<file path="src/rtl/rtc_flag_pkg.sv">
package rtc_flag_pkg;
    localparam int FLAG_W  = 8;
    localparam int POR_POS = 7;
    localparam int VLF_POS = 2;
    localparam int XST_POS = 0;
    localparam logic [FLAG_W-1:0] IMPL_MASK =
        FLAG_W'((1 << POR_POS) | (1 << VLF_POS) | (1 << XST_POS));

    typedef struct packed {
        logic pwr;
        logic low;
        logic halt;
    } flag_vec_t;
endpackage

</file>
<file path="src/rtl/rtc_flag_decode.sv">
module rtc_flag_decode
    import rtc_flag_pkg::*;
#(
    parameter int              ADDR_W    = 4,
    parameter logic [ADDR_W-1:0] FLAG_ADDR = 4'hE
) (
    input  logic [ADDR_W-1:0] addr_i,
    input  logic              we_i,
    input  logic [FLAG_W-1:0] wdata_i,
    output logic              sel_o,
    output flag_vec_t         clr_o
);
    logic hit_d;

    always_comb begin
        hit_d      = (addr_i == FLAG_ADDR);
        sel_o      = hit_d;
        clr_o.pwr  = hit_d && we_i && !wdata_i[POR_POS];
        clr_o.low  = hit_d && we_i && !wdata_i[VLF_POS];
        clr_o.halt = hit_d && we_i && !wdata_i[XST_POS];
    end
endmodule

</file>
<file path="src/rtl/rtc_sticky_bit.sv">
module rtc_sticky_bit #(
    parameter bit KEEP_ON_RESET = 1'b0
) (
    input  logic clk,
    input  logic rst_n,
    input  logic set_i,
    input  logic clr_i,
    output logic q_o
);
    logic q_d;
    logic q_q;

    always_comb begin
        q_d = q_q;
        if (clr_i) q_d = 1'b0;
        if (set_i) q_d = 1'b1;
    end

    generate
        if (KEEP_ON_RESET) begin : g_keep
            always_ff @(posedge clk) begin
                q_q <= q_d;
            end
        end else begin : g_rst
            always_ff @(posedge clk or negedge rst_n) begin
                if (!rst_n) q_q <= 1'b0;
                else        q_q <= q_d;
            end
        end
    endgenerate

    assign q_o = q_q;

    assert_set_wins_R6: assert property (@(posedge clk) disable iff (!rst_n)
        set_i |=> q_o);
    assert_hold_R4: assert property (@(posedge clk) disable iff (!rst_n)
        (!set_i && !clr_i && q_o) |=> q_o);
    assert_clear_R5: assert property (@(posedge clk) disable iff (!rst_n)
        (clr_i && !set_i) |=> !q_o);
endmodule

</file>
<file path="src/rtl/rtc_status_flags.sv">
module rtc_status_flags
    import rtc_flag_pkg::*;
#(
    parameter int                ADDR_W    = 4,
    parameter logic [ADDR_W-1:0] FLAG_ADDR = 4'hE
) (
    input  logic              clk,
    input  logic              rst_n,
    input  logic              por_pulse,
    input  logic              osc_stop_pulse,
    input  logic [ADDR_W-1:0] bus_addr,
    input  logic              bus_we,
    input  logic [7:0]        bus_wdata,
    output logic [7:0]        bus_rdata
);
    flag_vec_t set_d;
    flag_vec_t clr_d;
    flag_vec_t flag_q;
    logic      sel_d;

    rtc_flag_decode #(.ADDR_W(ADDR_W), .FLAG_ADDR(FLAG_ADDR)) u_dec (
        .addr_i (bus_addr),
        .we_i   (bus_we),
        .wdata_i(bus_wdata),
        .sel_o  (sel_d),
        .clr_o  (clr_d)
    );

    always_comb begin
        set_d.pwr  = por_pulse;
        set_d.low  = por_pulse | osc_stop_pulse;
        set_d.halt = osc_stop_pulse;
    end

    rtc_sticky_bit #(.KEEP_ON_RESET(1'b0)) u_pwr (
        .clk(clk), .rst_n(rst_n), .set_i(set_d.pwr), .clr_i(clr_d.pwr), .q_o(flag_q.pwr));
    rtc_sticky_bit #(.KEEP_ON_RESET(1'b0)) u_low (
        .clk(clk), .rst_n(rst_n), .set_i(set_d.low), .clr_i(clr_d.low), .q_o(flag_q.low));
    rtc_sticky_bit #(.KEEP_ON_RESET(1'b1)) u_halt (
        .clk(clk), .rst_n(rst_n), .set_i(set_d.halt), .clr_i(clr_d.halt), .q_o(flag_q.halt));

    always_comb begin
        bus_rdata = '0;
        if (sel_d) begin
            bus_rdata[POR_POS] = flag_q.pwr;
            bus_rdata[VLF_POS] = flag_q.low;
            bus_rdata[XST_POS] = flag_q.halt;
        end
    end

    assert_por_sets_R2: assert property (@(posedge clk) disable iff (!rst_n)
        por_pulse |=> (flag_q.pwr && flag_q.low));
    assert_osc_sets_R3: assert property (@(posedge clk) disable iff (!rst_n)
        osc_stop_pulse |=> (flag_q.halt && flag_q.low));
    assert_halt_keeps_R7: assert property (@(posedge clk) disable iff (!rst_n)
        (por_pulse && !osc_stop_pulse && !clr_d.halt) |=> $stable(flag_q.halt));
    assert_unused_zero_R8: assert property (@(posedge clk) disable iff (!rst_n)
        (bus_rdata & ~IMPL_MASK) == 8'h00);
    assert_foreign_write_R9: assert property (@(posedge clk) disable iff (!rst_n)
        (bus_we && bus_addr != FLAG_ADDR && !por_pulse && !osc_stop_pulse)
        |=> $stable(flag_q));
endmodule

</file>
<file path="config.mk">
export PLATFORM = sky130hd
export DESIGN_NAME = rtc_status_flags
export DESIGN_NICKNAME = d
export VERILOG_FILES = /design/src/rtl/rtc_flag_pkg.sv /design/src/rtl/rtc_flag_decode.sv /design/src/rtl/rtc_sticky_bit.sv /design/src/rtl/rtc_status_flags.sv
export SDC_FILE = /design/constraint.sdc
export NUM_CORES = 1
export LEC_CHECK = 0
export CELL_PAD_IN_SITES_DETAIL_PLACEMENT = 1
export CELL_PAD_IN_SITES_GLOBAL_PLACEMENT = 1
export CORE_AREA = 2 2 39 41
export DETAILED_ROUTE_END_ITERATION = 6
export DIE_AREA = 0 0 41 43
export DONT_BUFFER_PORTS = 1
export GPL_TIMING_DRIVEN = 0
export MAX_ROUTING_LAYER = met4
export PLACE_DENSITY = 0.37
export SKIP_LAST_GASP = 1
export SYNTH_ARGS = -nofsm -noshare
export SYNTH_HDL_FRONTEND = slang
export SYNTH_SLANG_ARGS = --single-unit
export TNS_END_PERCENT = 10
</file>
<file path="constraint.sdc">
create_clock -name clk -period 1.9 [get_ports clk]
set_clock_uncertainty 0.2 [all_clocks]
set_input_delay 0.285 -clock clk [delete_from_list [all_inputs] [get_ports clk]]
set_output_delay 0.285 -clock clk [all_outputs]
set_load 0.03 [all_outputs]
</file>
==> flow_summary.ini <==
[grt]
grt_pass1_vias = 176
use_met2_pct = 7.813
met1_usage_pct = 7.097
grt_pass1_wl_um = 690
grt-ovfl-total = 0
grtUsageTotal_pct = 6.488
grt_start_max_net_pins = 7
grt-busiest-layer = met4
antenna_found_initial = 0
grt_util_met3_pct = 2.094

[power_and_ir_drop]
power_density_nw_per_um2 = 770.6
p_leak_nw = 0.1203
clockPowerShare_pct = 52.6
internal-power_mw = 0.1564
vdd.ir_drop.worst_mv = 0.1548
pwr-share-comb_pct = 16.5
finalPower_mw = 0.2102
swShare_pct = 25.57
seqPwrFrac_pct = 30.9
p_sw_mw = 0.05375

[routing]
num_vias = 171
detail-route-antenna-nets = 0
drc_errors = 0
totalWireLength_um = 477
first_pass_iters = 2
wl_per_cell_um = 9.938
drt_iter0_markers = 2
viasPerCell = 3.563

[timing]
rsz0062_at_grt = no
fin_crit_ps = 1350
setup-tns-final_ps = 0
slew_violations = 0
hold_viol = 0
setup_viol = 0
period_share_pct = 71.03
setup_ws_ps = 550.4
fmax_mhz = 740.9
timing.hold.ws_ps = 29.57

[floorplan]
core_area_um2 = 1384
die_height_um = 43
start_util_pct = 13.83
die_w_um = 41
pin_count = 25
die-area_um2 = 1763
rows = 14

[worst_setup_path]
worst_setup_path_end_kind = output port
critPathKind = input pin to output port
required_ps = 1410
cpMaxStageDelayCell = and4b_2
slowest_delay_ps = 320
path_buf_inv = 0
cp_cell_sequence = and4b_2 -> and2_2
critPathMaxFanout = 6
arrival_ps = 860
crit_family = simple AND/OR/NAND/NOR gates
crit_path_start_kind = input pin

[logic_synthesis]
synth.distinct_cells = 11
yosys_warnings = 0
synth_cells = 22
synth_seq_area_share_pct = 36.60
synth_area_um2 = 191.4
ys_ff_latch = 3
avgSynthCellArea_um2 = 8.702

[finish]
drive_gt1_share_pct = 37.50
seq_area_um2 = 70.07
fin_nets = 50
syn_to_final_growth_pct = 42.48
multi_input_area_um2 = 98.84
diodes = 0
fill_cells = 170
design_area_um2 = 272.8

[status]
status = finished, final reports clean

[clocking]
cts_tree = yes
cts_sinks = 3
cts_buffers = 3
cts_setup_buffers = 0
clk_latency_ps = 230
cts.path.max_buffers = 2
cts.clk_slew.worst_paths_ps = 30
root_buffer = clkbuf_4
htree_levels = 1

[placement]
place_area_um2 = 226.5
routabilityCongestion = 0.5858
placement.io_buffers = 0
dp_slack_ps = 541.4

[run]
cap_violations = 0

[hold_path]
hold_path.class = input pin to flop
## per-stage QoR
stage / util (%) / instances
after global routing: 19.71 / 48
after CTS: 19.71 / 48
final: 19.71 / 48
after detailed placement: 16.37 / 42
after global placement: 16.37 / 42
after floorplan: - / 26
## cell type report
type	instances	share of cell area (%)
Buffer	5	13.76
Multi-Input combinational cell	18	36.24
Clock buffer	4	9.633
Sequential cell	3	25.69
Tap cell	16	7.339
Timing Repair Buffer	2	7.339
## repair_timing
action	in CTS	in global routing
endpoints found under the hold margin	4	0
hold buffers	2	0
resized for setup	0	0
## logic make-up (layout without fill, tap and decap cells)
group / Yosys count / in the layout / share of synthesized area (%)
buffers and inverters: 5 / 11 / 19.61
DFF: 3 / 3 / 36.60
other: 1 / 5 / 1.959
and+or+nand+nor: 10 / 10 / 32.67
AOI/OAI and AO/OA: 3 / 3 / 9.147
## worst paths after layout
path	to	slack, ps	cells past startpoint	start
min reg2reg	u_halt.q_o	290	2	u_halt.q_o
max in group asynchronous	u_low.q_o	1280	1	rst_n
max	bus_rdata[2]	550	2	bus_addr[0]
min	u_halt.q_o	30	2	osc_stop_pulse
max reg2reg	u_low.q_o	1010	2	u_low.q_o
min in group asynchronous	u_pwr.q_o	90	1	rst_n
## power by group through the flow
stage | sequential [mW] | combinational, mW | clock, mW
floorplan | 0.0657 | 0.0293 | 0
global placement | 0.0657 | 0.0300 | 0
detailed placement | 0.0658 | 0.0301 | 0
CTS | 0.0649 | 0.0345 | 0.116
global route | 0.0649 | 0.0371 | 0.120
finish | 0.0649 | 0.0347 | 0.111
## cells in the mapped netlist, drive strengths merged
master  count  area [um^2]
a21oi       1        5.000
dfxtp       1        20.02
conb        1        3.750
and4b       1        11.26
buf         5        37.54
nor3        1        5.000
a31oi       2        12.51
nor2        4        15.01
dfrtp       2        50.05
and2        3        22.52
nor4b       1        8.760
## sequential cells by signal, summed over array words and instances (netlist names)
signal,cells
u_halt.q_o,1
u_pwr.q_o,1
u_low.q_o,1
## layout by cell type (no fill, tap or decap)
| cell type | instances |
|---|---|
| dfxtp_1 | 1 |
| and2_2 | 3 |
| a31oi_1 | 2 |
| buf_4 | 5 |
| dfrtp_1 | 2 |
| and4b_2 | 1 |
| a21oi_1 | 1 |
| dlygate4sd3_1 | 2 |
| nor4b_1 | 1 |
| conb_1 | 5 |
| nor3_1 | 1 |
| nor2_1 | 4 |
| clkbuf_4 | 3 |
| clkbuf_1 | 1 |
## routing by layer
layer  vias up  share of wire (%)
li1         86                  -
met1        73                 35
met2        12                 51
met3         0                 13
met4         0                  0
met5         -                  0
Note: power is estimated with default switching activity, not from simulation.
